$ cat src/rtl/hart_runctl_pkg.sv
package hart_runctl_pkg;

  typedef enum logic [2:0] {
    ADDR_CTRL   = 3'd0,
    ADDR_STATUS = 3'd1,
    ADDR_WINSEL = 3'd2,
    ADDR_WINDOW = 3'd3,
    ADDR_GROUP  = 3'd4
  } rcAddr_e;

  localparam int CTRL_SEL_LSB = 8;
  localparam int GROUP_WE_BIT = 31;

  // control -> datapath strobes and effective control levels
  typedef struct packed {
    logic active;
    logic haltLvl;
    logic arraySel;
    logic resumeGo;
    logic maskWr;
    logic groupWr;
  } rcStrobe_t;

endpackage

$ cat src/rtl/hart_runctl_ctrl.sv
module hart_runctl_ctrl
  import hart_runctl_pkg::*;
#(
  parameter int SEL_W    = 2,
  parameter int WSEL_W   = 1,
  parameter bit ARRAY_EN = 1'b1
) (
  input  logic              clk,
  input  logic              rstN,
  input  logic              regWe,
  input  logic [2:0]        regAddr,
  input  logic [31:0]       regWdata,
  output rcStrobe_t         strobes,
  output logic [SEL_W-1:0]  sel,
  output logic [WSEL_W-1:0] winSel
);

  logic             activeQ, haltQ, arrQ;
  logic [SEL_W-1:0] selQ;
  logic             activeD, haltD, arrD;
  logic [SEL_W-1:0] selD;
  logic             ctrlWr;
  logic             arrayOn;
  logic             unusedBits;

  assign arrayOn    = ARRAY_EN;
  assign ctrlWr     = regWe && (regAddr == ADDR_CTRL);
  assign unusedBits = ^{regWdata[7:4], regWdata[30:CTRL_SEL_LSB+SEL_W]};

  // effective control values: a write takes effect in its own cycle
  always_comb begin
    activeD = activeQ;
    haltD   = haltQ;
    arrD    = arrQ;
    selD    = selQ;
    if (ctrlWr) begin
      activeD = regWdata[0];
      haltD   = regWdata[0] & regWdata[1];
      arrD    = regWdata[0] & regWdata[3] & arrayOn;
      selD    = regWdata[0] ? regWdata[CTRL_SEL_LSB +: SEL_W] : '0;
    end
  end

  always_ff @(posedge clk or negedge rstN) begin
    if (!rstN) begin
      activeQ <= 1'b0;
      haltQ   <= 1'b0;
      arrQ    <= 1'b0;
      selQ    <= '0;
      winSel  <= '0;
    end else begin
      activeQ <= activeD;
      haltQ   <= haltD;
      arrQ    <= arrD;
      selQ    <= selD;
      if (regWe && (regAddr == ADDR_WINSEL)) winSel <= regWdata[WSEL_W-1:0];
    end
  end

  always_comb begin
    strobes.active   = activeD;
    strobes.haltLvl  = haltD;
    strobes.arraySel = arrD;
    strobes.resumeGo = ctrlWr & regWdata[0] & regWdata[2];
    strobes.maskWr   = regWe && (regAddr == ADDR_WINDOW);
    strobes.groupWr  = regWe && (regAddr == ADDR_GROUP) && regWdata[GROUP_WE_BIT];
  end
  assign sel = selD;

endmodule

$ cat src/rtl/hart_runctl_dp.sv
module hart_runctl_dp
  import hart_runctl_pkg::*;
#(
  parameter int NUM_HARTS = 4,
  parameter int SEL_W     = 2,
  parameter int WSEL_W    = 1,
  parameter int GROUP_W   = 5,
  parameter bit ARRAY_EN  = 1'b1,
  parameter bit GROUPS_EN = 1'b1
) (
  input  logic                 clk,
  input  logic                 rstN,
  input  rcStrobe_t            strobes,
  input  logic [SEL_W-1:0]     sel,
  input  logic [WSEL_W-1:0]    winSel,
  input  logic [2:0]           regAddr,
  input  logic [31:0]          regWdata,
  input  logic [NUM_HARTS-1:0] hartHalted,
  input  logic [NUM_HARTS-1:0] hartResuming,
  input  logic [NUM_HARTS-1:0] hartResetEvt,
  output logic [31:0]          regRdata,
  output logic [NUM_HARTS-1:0] haltReq,
  output logic [NUM_HARTS-1:0] resumeReq
);

  logic [NUM_HARTS-1:0] halted, resumeAck, haveReset, resumeFlag, grpReq;
  logic [NUM_HARTS-1:0] mask, selVec, grpHit;
  logic [GROUP_W-1:0]   grp [NUM_HARTS];
  logic [GROUP_W-1:0]   grpOfSel;
  logic                 selExists;
  logic                 groupsOn;
  logic [9:0]           statusBits;
  logic [31:0]          winWord;

  assign groupsOn = GROUPS_EN;

  // hart-array mask, present only when array selection is built
  generate
    if (ARRAY_EN) begin : g_mask
      always_ff @(posedge clk or negedge rstN) begin
        if (!rstN) begin
          mask <= '0;
        end else if (strobes.maskWr) begin
          for (int i = 0; i < NUM_HARTS; i++) begin
            if (winSel == WSEL_W'(i / 32)) mask[i] <= regWdata[i % 32];
          end
        end
      end
    end else begin : g_nomask
      assign mask = '0;
    end
  endgenerate

  // selection, existence of the indexed hart, group halt spreading
  always_comb begin
    selExists = 1'b0;
    grpOfSel  = '0;
    for (int i = 0; i < NUM_HARTS; i++) begin
      selVec[i] = (sel == SEL_W'(i)) || (strobes.arraySel && mask[i]);
      if (sel == SEL_W'(i)) begin
        selExists = 1'b1;
        grpOfSel  = grp[i];
      end
    end
    for (int i = 0; i < NUM_HARTS; i++) begin
      grpHit[i] = 1'b0;
      for (int j = 0; j < NUM_HARTS; j++) begin
        if (j != i && hartHalted[j] && !halted[j] && grp[j] != '0 &&
            grp[j] == grp[i] && !halted[i])
          grpHit[i] = 1'b1;
      end
    end
  end

  // per-hart state
  always_ff @(posedge clk or negedge rstN) begin
    if (!rstN) begin
      halted     <= '0;
      resumeAck  <= '0;
      haveReset  <= '0;
      resumeFlag <= '0;
      grpReq     <= '0;
      for (int i = 0; i < NUM_HARTS; i++) grp[i] <= '0;
    end else begin
      for (int i = 0; i < NUM_HARTS; i++) begin
        if (hartResetEvt[i]) begin
          halted[i]    <= 1'b0;
          haveReset[i] <= 1'b1;
          grp[i]       <= '0;
          grpReq[i]    <= 1'b0;
        end else begin
          if (hartResuming[i]) begin
            halted[i]     <= 1'b0;
            resumeAck[i]  <= 1'b1;
            resumeFlag[i] <= 1'b0;
          end else if (hartHalted[i]) begin
            halted[i] <= 1'b1;
            grpReq[i] <= 1'b0;
          end
          if (grpHit[i] && !hartHalted[i]) grpReq[i] <= 1'b1;
          if (strobes.resumeGo && selVec[i]) begin
            resumeAck[i]  <= 1'b0;
            resumeFlag[i] <= 1'b1;
          end
          if (groupsOn && strobes.groupWr && sel == SEL_W'(i))
            grp[i] <= regWdata[GROUP_W-1:0];
        end
      end
    end
  end

  // all/any summary over selected existing harts
  always_comb begin
    logic allH, anyH, allR, anyR, allA, anyA, allN, allHR, anyHR;
    allH = 1'b1; anyH = 1'b0; allR = 1'b1; anyR = 1'b0;
    allA = 1'b1; anyA = 1'b0; allN = 1'b1; allHR = 1'b1; anyHR = 1'b0;
    for (int i = 0; i < NUM_HARTS; i++) begin
      if (selVec[i]) begin
        allN = 1'b0;
        if (halted[i]) begin anyH = 1'b1; allR = 1'b0; end
        else           begin anyR = 1'b1; allH = 1'b0; end
        if (resumeAck[i]) anyA = 1'b1; else allA = 1'b0;
        if (haveReset[i]) anyHR = 1'b1; else allHR = 1'b0;
      end
    end
    statusBits = {anyHR, allHR, !selExists, allN, anyA, allA, anyR, allR, anyH, allH};
  end

  always_comb begin
    winWord = '0;
    for (int i = 0; i < NUM_HARTS; i++) begin
      if (winSel == WSEL_W'(i / 32)) winWord[i % 32] = mask[i];
    end
  end

  always_comb begin
    regRdata = '0;
    case (rcAddr_e'(regAddr))
      ADDR_CTRL: begin
        regRdata[0] = strobes.active;
        regRdata[1] = strobes.haltLvl;
        regRdata[3] = strobes.arraySel;
        regRdata[CTRL_SEL_LSB +: SEL_W] = sel;
      end
      ADDR_STATUS: regRdata[9:0] = statusBits;
      ADDR_WINSEL: regRdata[WSEL_W-1:0] = winSel;
      ADDR_WINDOW: regRdata = winWord;
      ADDR_GROUP:  regRdata[GROUP_W-1:0] = grpOfSel;
      default:     regRdata = '0;
    endcase
  end

  assign haltReq   = ({NUM_HARTS{strobes.active & strobes.haltLvl}} & selVec) | grpReq;
  assign resumeReq = resumeFlag;

endmodule

$ cat src/rtl/hart_runctl.sv
module hart_runctl
  import hart_runctl_pkg::*;
#(
  parameter int NUM_HARTS = 4,
  parameter int GROUP_W   = 5,
  parameter bit ARRAY_EN  = 1'b1,
  parameter bit GROUPS_EN = 1'b1
) (
  input  logic                 clk,
  input  logic                 rstN,
  input  logic                 regWe,
  input  logic [2:0]           regAddr,
  input  logic [31:0]          regWdata,
  output logic [31:0]          regRdata,
  input  logic [NUM_HARTS-1:0] hartHalted,
  input  logic [NUM_HARTS-1:0] hartResuming,
  input  logic [NUM_HARTS-1:0] hartResetEvt,
  output logic [NUM_HARTS-1:0] haltReq,
  output logic [NUM_HARTS-1:0] resumeReq
);

  localparam int SEL_W  = (NUM_HARTS > 1) ? $clog2(NUM_HARTS) : 1;
  localparam int NWIN   = (NUM_HARTS + 31) / 32;
  localparam int WSEL_W = (NWIN > 1) ? $clog2(NWIN) : 1;

  rcStrobe_t         strobes;
  logic [SEL_W-1:0]  sel;
  logic [WSEL_W-1:0] winSel;

  hart_runctl_ctrl #(
    .SEL_W(SEL_W), .WSEL_W(WSEL_W), .ARRAY_EN(ARRAY_EN)
  ) u_ctrl (
    .clk(clk), .rstN(rstN), .regWe(regWe), .regAddr(regAddr),
    .regWdata(regWdata), .strobes(strobes), .sel(sel), .winSel(winSel)
  );

  hart_runctl_dp #(
    .NUM_HARTS(NUM_HARTS), .SEL_W(SEL_W), .WSEL_W(WSEL_W),
    .GROUP_W(GROUP_W), .ARRAY_EN(ARRAY_EN), .GROUPS_EN(GROUPS_EN)
  ) u_dp (
    .clk(clk), .rstN(rstN), .strobes(strobes), .sel(sel), .winSel(winSel),
    .regAddr(regAddr), .regWdata(regWdata), .hartHalted(hartHalted),
    .hartResuming(hartResuming), .hartResetEvt(hartResetEvt),
    .regRdata(regRdata), .haltReq(haltReq), .resumeReq(resumeReq)
  );

endmodule

$ cat config.mk
export PLATFORM = sky130hd
export DESIGN_NAME = hart_runctl
export DESIGN_NICKNAME = d
export VERILOG_FILES = /design/src/rtl/hart_runctl_pkg.sv /design/src/rtl/hart_runctl_ctrl.sv /design/src/rtl/hart_runctl_dp.sv /design/src/rtl/hart_runctl.sv
export SDC_FILE = /design/constraint.sdc
export NUM_CORES = 1
export LEC_CHECK = 0
export BUFFER_PORTS_ARGS = -buffer_cell sky130_fd_sc_hd__buf_2
export CORE_MARGIN = 3
export CORE_UTILIZATION = 54
export DETAILED_ROUTE_END_ITERATION = 8
export HOLD_SLACK_MARGIN = 0.08
export PLACE_DENSITY_LB_ADDON = 0.15
export SLEW_MARGIN = 40
export SYNTH_ARGS = -nofsm -noshare
export SYNTH_HDL_FRONTEND = slang
export SYNTH_SLANG_ARGS = --single-unit
$ cat constraint.sdc
create_clock -name clk -period 2.6 [get_ports clk]
set_input_delay 0 -clock clk [delete_from_list [all_inputs] [get_ports clk]]
set_output_delay 0 -clock clk [all_outputs]
set_load 0.005 [all_outputs]
==> summary.txt <==
Detailed routing
  – Post-DRT Antenna Nets: 0
  – DRT Pass-1 Iters: 4
  – Vias per cell: 5.85
  – Met2 wire length: approximately 4400 um
  – Wire per inst: between 15 and 20 um
  – Violation count after the first detailed-route iteration: approximately 250
  – Via count: between 3k and 4k
  – DRC: 0
  – Highest Signal Layer: met4
  – Total Routed Length: ~9300 um
  – WL met1: roughly 4200 um
  – Met3 WL: around 550 um

Setup path
  – Required @ worst endpoint: 2800 ps
  – Worst setup EP type: register
  – Max incr delay on CP: about 560 ps
  – Worst Setup Path Type: register to register
  – CP cell instances: or4_1 > o21ai_1 > and4b_1 > o31ai_1 > a21oi_1 > dlygate4sd3_1
  – Buf/Inv on CP: 1
  – CP top delay family: simple AND/OR/NAND/NOR gates
  – Slowest-stage cell, CP: or4_1
  – Arr. time, crit path: 2670 ps
  – Crit-path max FO: 6
  – Startpoint types: register

Synth
  – Post-synthesis cell area: between 3000 and 4000 um^2
  – Post-synth top area share: a little over a third
  – Synth area leader: dfrtp_1
  – Seq/Total Area, Yosys: a little over a third
  – Warnings, synthesis: 0
  – Synth Flop Type: dfrtp_1
  – Synth area leaders: dfrtp_1 (35%), mux2i_1 (5.8%), buf_4 (5.0%)
  – Post-synth cell types: 59
  – Seq cells post-synth: 50
  – Ys async rst share: 100%
  – Avg Inst Size Synth: between 8 and 9 um^2
  – EDFF count, synth: 0
  – Syn Inst Count: 407

Timing
  – Setup Skew: around 11 ps
  – Fin crit share: roughly 95%
  – Final setup fails: 0
  – Relative slew margins: 53.4%
  – Final Hold Vio Count: 0
  – Setup TNS: 0 ps
  – Maximum clock frequency: 404 MHz
  – Fin crit period: 2470 ps
  – Worst Tran Pin Value: 698 ps
  – WHS: 82.6 ps
  – RSZ-0062 raised after global routing: false
  – Slew Limit Fails: 0
  – Post-route worst setup slack: around 130 ps

Run status
  – Status: complete, no violations

Cells and area
  – Multi-input gate area: 2040 um^2
  – Final instance area: slightly below 4000 um^2
  – FF+latch area: around 1300 um^2
  – Antenna diodes: 0
  – Fillers: between 500 and 600
  – Share of layout cells above drive strength 1: 16.6%
  – Nets: ~500
  – Layout Cells excl Fill: between 500 and 600
  – Post-layout util: between 60% and 70%
  – Area Growth Syn to Fin: 10.7%

Die
  – IO Pins: 90
  – Total die area: between 7000 and 8000 um^2
  – Initial Utilization: 56.3%
  – Die span in y: about 90 um
  – Core area: 6390 um^2
  – Die X: a little under 90 um
  – Std-Cell Rows: 29

GRT
  – Largest net degree at the start of global routing: 31
  – First-pass GRT wire length: about 15000 um
  – All-Layer GR Usage: between 20% and 30%
  – GRT overflow: 0
  – Initial antenna violation count: 0
  – Vias in the first global route: between 2k and 3k

Power and ir drop
  – Power, Total: roughly 1.8 mW
  – Worst vdd ir: between 0.2 and 0.25 mV
  – Pwr dens: ~460 nW/um^2
  – Leak: between 1.5 and 2 nW

Place
  – Worst slack, placed: between 600 and 700 ps
  – Post-placement cell count: approximately 490
  – Placed cell areas: 3670 um^2
  – Placer congestion estimate: between 0.9 and 1
  – Port bufs: 41
  – Post-detail-place hpwl: about 7000 um

Flow run
  – Max Cap Viol: 0

CTS
  – CTS tree: yes
  – Clock root cell: clkbuf_8
  – CTS max path bufs: 2
  – H-tree levels: 2
  – Skew-Pair Late Insertion Delay: approximately 310 ps
  – CTS buffer count: 5
  – Clock transition at path regs: 90 ps
  – Clk sinks: 50

Min path
  – HP Class: primary input to register
## report_power, final
group	internal, mW	total (mW)	leakage (nW)	switching, mW
Sequential	0.823	0.883	0.639	0.0605
Combinational	0.199	0.476	1.32	0.276
Clock	0.184	0.459	0.0362	0.275
## Yosys cell counts (6+ instances only)
| library cell | number |
|---|---|
| a21oi_1 | 9 |
| a22oi_1 | 6 |
| buf_4 | 24 |
| clkbuf_1 | 26 |
| dfrtp_1 | 50 |
| inv_1 | 14 |
| mux2_2 | 8 |
| mux2i_1 | 21 |
| nand2_1 | 27 |
| nand2b_1 | 6 |
| nand3_1 | 13 |
| nor2_1 | 37 |
| nor2b_1 | 7 |
| nor3_1 | 11 |
| o21ai_0 | 13 |
| xnor2_1 | 17 |
| xor2_1 | 13 |
## cell type report
class	count	area share, %
Clock inverter	2	0.378
Inverter	14	1.32
Sequential cell	50	31.5
Multi-Input combinational cell	308	51.4
Timing Repair Buffer	66	11.3
Tap cell	77	2.42
Clock buffer	5	1.73
## flip-flops by register name, indices dropped and copies added (netlist names)
register and count:
u_dp.haveReset 4, u_ctrl.haltQ 1, u_ctrl.arrQ 1, u_ctrl.winSel 1
u_dp.grpReq 4, u_dp.halted 4, u_dp.resumeReq 4, u_dp.resumeAck 4
u_dp.grp 20, u_dp.mask 4, u_ctrl.selQ 2, u_ctrl.activeQ 1
## tightest hold or removal path, cell delays in order
cell and delay [ps]:
buf_2 190, nand3_1 100, a21oi_1 60
## final timing paths
| path | from | end | slack (ps) | cells past startpoint |
|---|---|---|---|---|
| setup / recovery | u_dp.grp[16]$_DFFE_PN0P_ | u_dp.grpReq[2]$_DFFE_PN0P_ | 130 | 6 |
| hold / removal | regWdata[3] | u_dp.grp[8]$_DFFE_PN0P_ | 80 | 3 |
| setup reg to reg | u_dp.grp[16]$_DFFE_PN0P_ | u_dp.grpReq[2]$_DFFE_PN0P_ | 130 | 6 |
| hold reg to reg | u_dp.resumeReq[3]$_DFFE_PN0P_ | u_dp.resumeReq[3]$_DFFE_PN0P_ | 510 | 2 |
| max in group asynchronous | rstN | u_dp.grp[6]$_DFFE_PN0P_ | 1590 | 3 |
| min in group asynchronous | rstN | u_dp.haveReset[3]$_DFFE_PN0P_ | 250 | 2 |
## cell families after synthesis
kind of cell / count (synthesis) / share of synthesized area, %
XOR/XNOR: 30 / 7.31
other: 1 / 0.104
buffers and inverters: 72 / 10.8
multiplexers: 29 / 8.36
AND/OR/NAND/NOR: 138 / 20.4
AO/OA/AOI/OAI: 87 / 18.2
flip-flops: 50 / 34.8
## timing repair
action / in CTS / in global routing
setup endpoints to repair: 0 / 2
hold endpoints to repair: 65 / 0
resized for setup: 0 / 1
setup buffers: 0 / 0
hold buffers: 22 / 0
## layer usage
layer / GRT usage (%) / vias to the layer above
met5: 0 / -
met3: 3.67 / 13
met2: 41.1 / 105
li1: - / 1458
met1: 35.3 / 1478
met4: 8.65 / 0
## cell usage in the layout (no fill, tap or decap), types with 5 or more instances in the layout
cell,Yosys,routed
xnor2_1,17,17
or4_1,5,5
nand3b_1,5,5
o31ai_1,5,5
or2_2,5,5
mux2i_1,21,21
nor3_1,11,11
buf_2,5,41
nand3_1,13,13
xor2_1,13,13
conb_1,1,24
nor2_1,37,37
a22oi_1,6,6
dfrtp_1,50,50
mux2_2,8,8
and2_1,5,5
a21oi_1,9,9
o21ai_0,13,12
nor2b_1,7,7
a21o_1,5,5
o22ai_1,5,5
nand2b_1,6,6
clkbuf_8,0,5
dlygate4sd3_1,0,22
nand2_1,27,27
inv_1,14,14
Note: power is estimated with default switching activity, not from simulation.
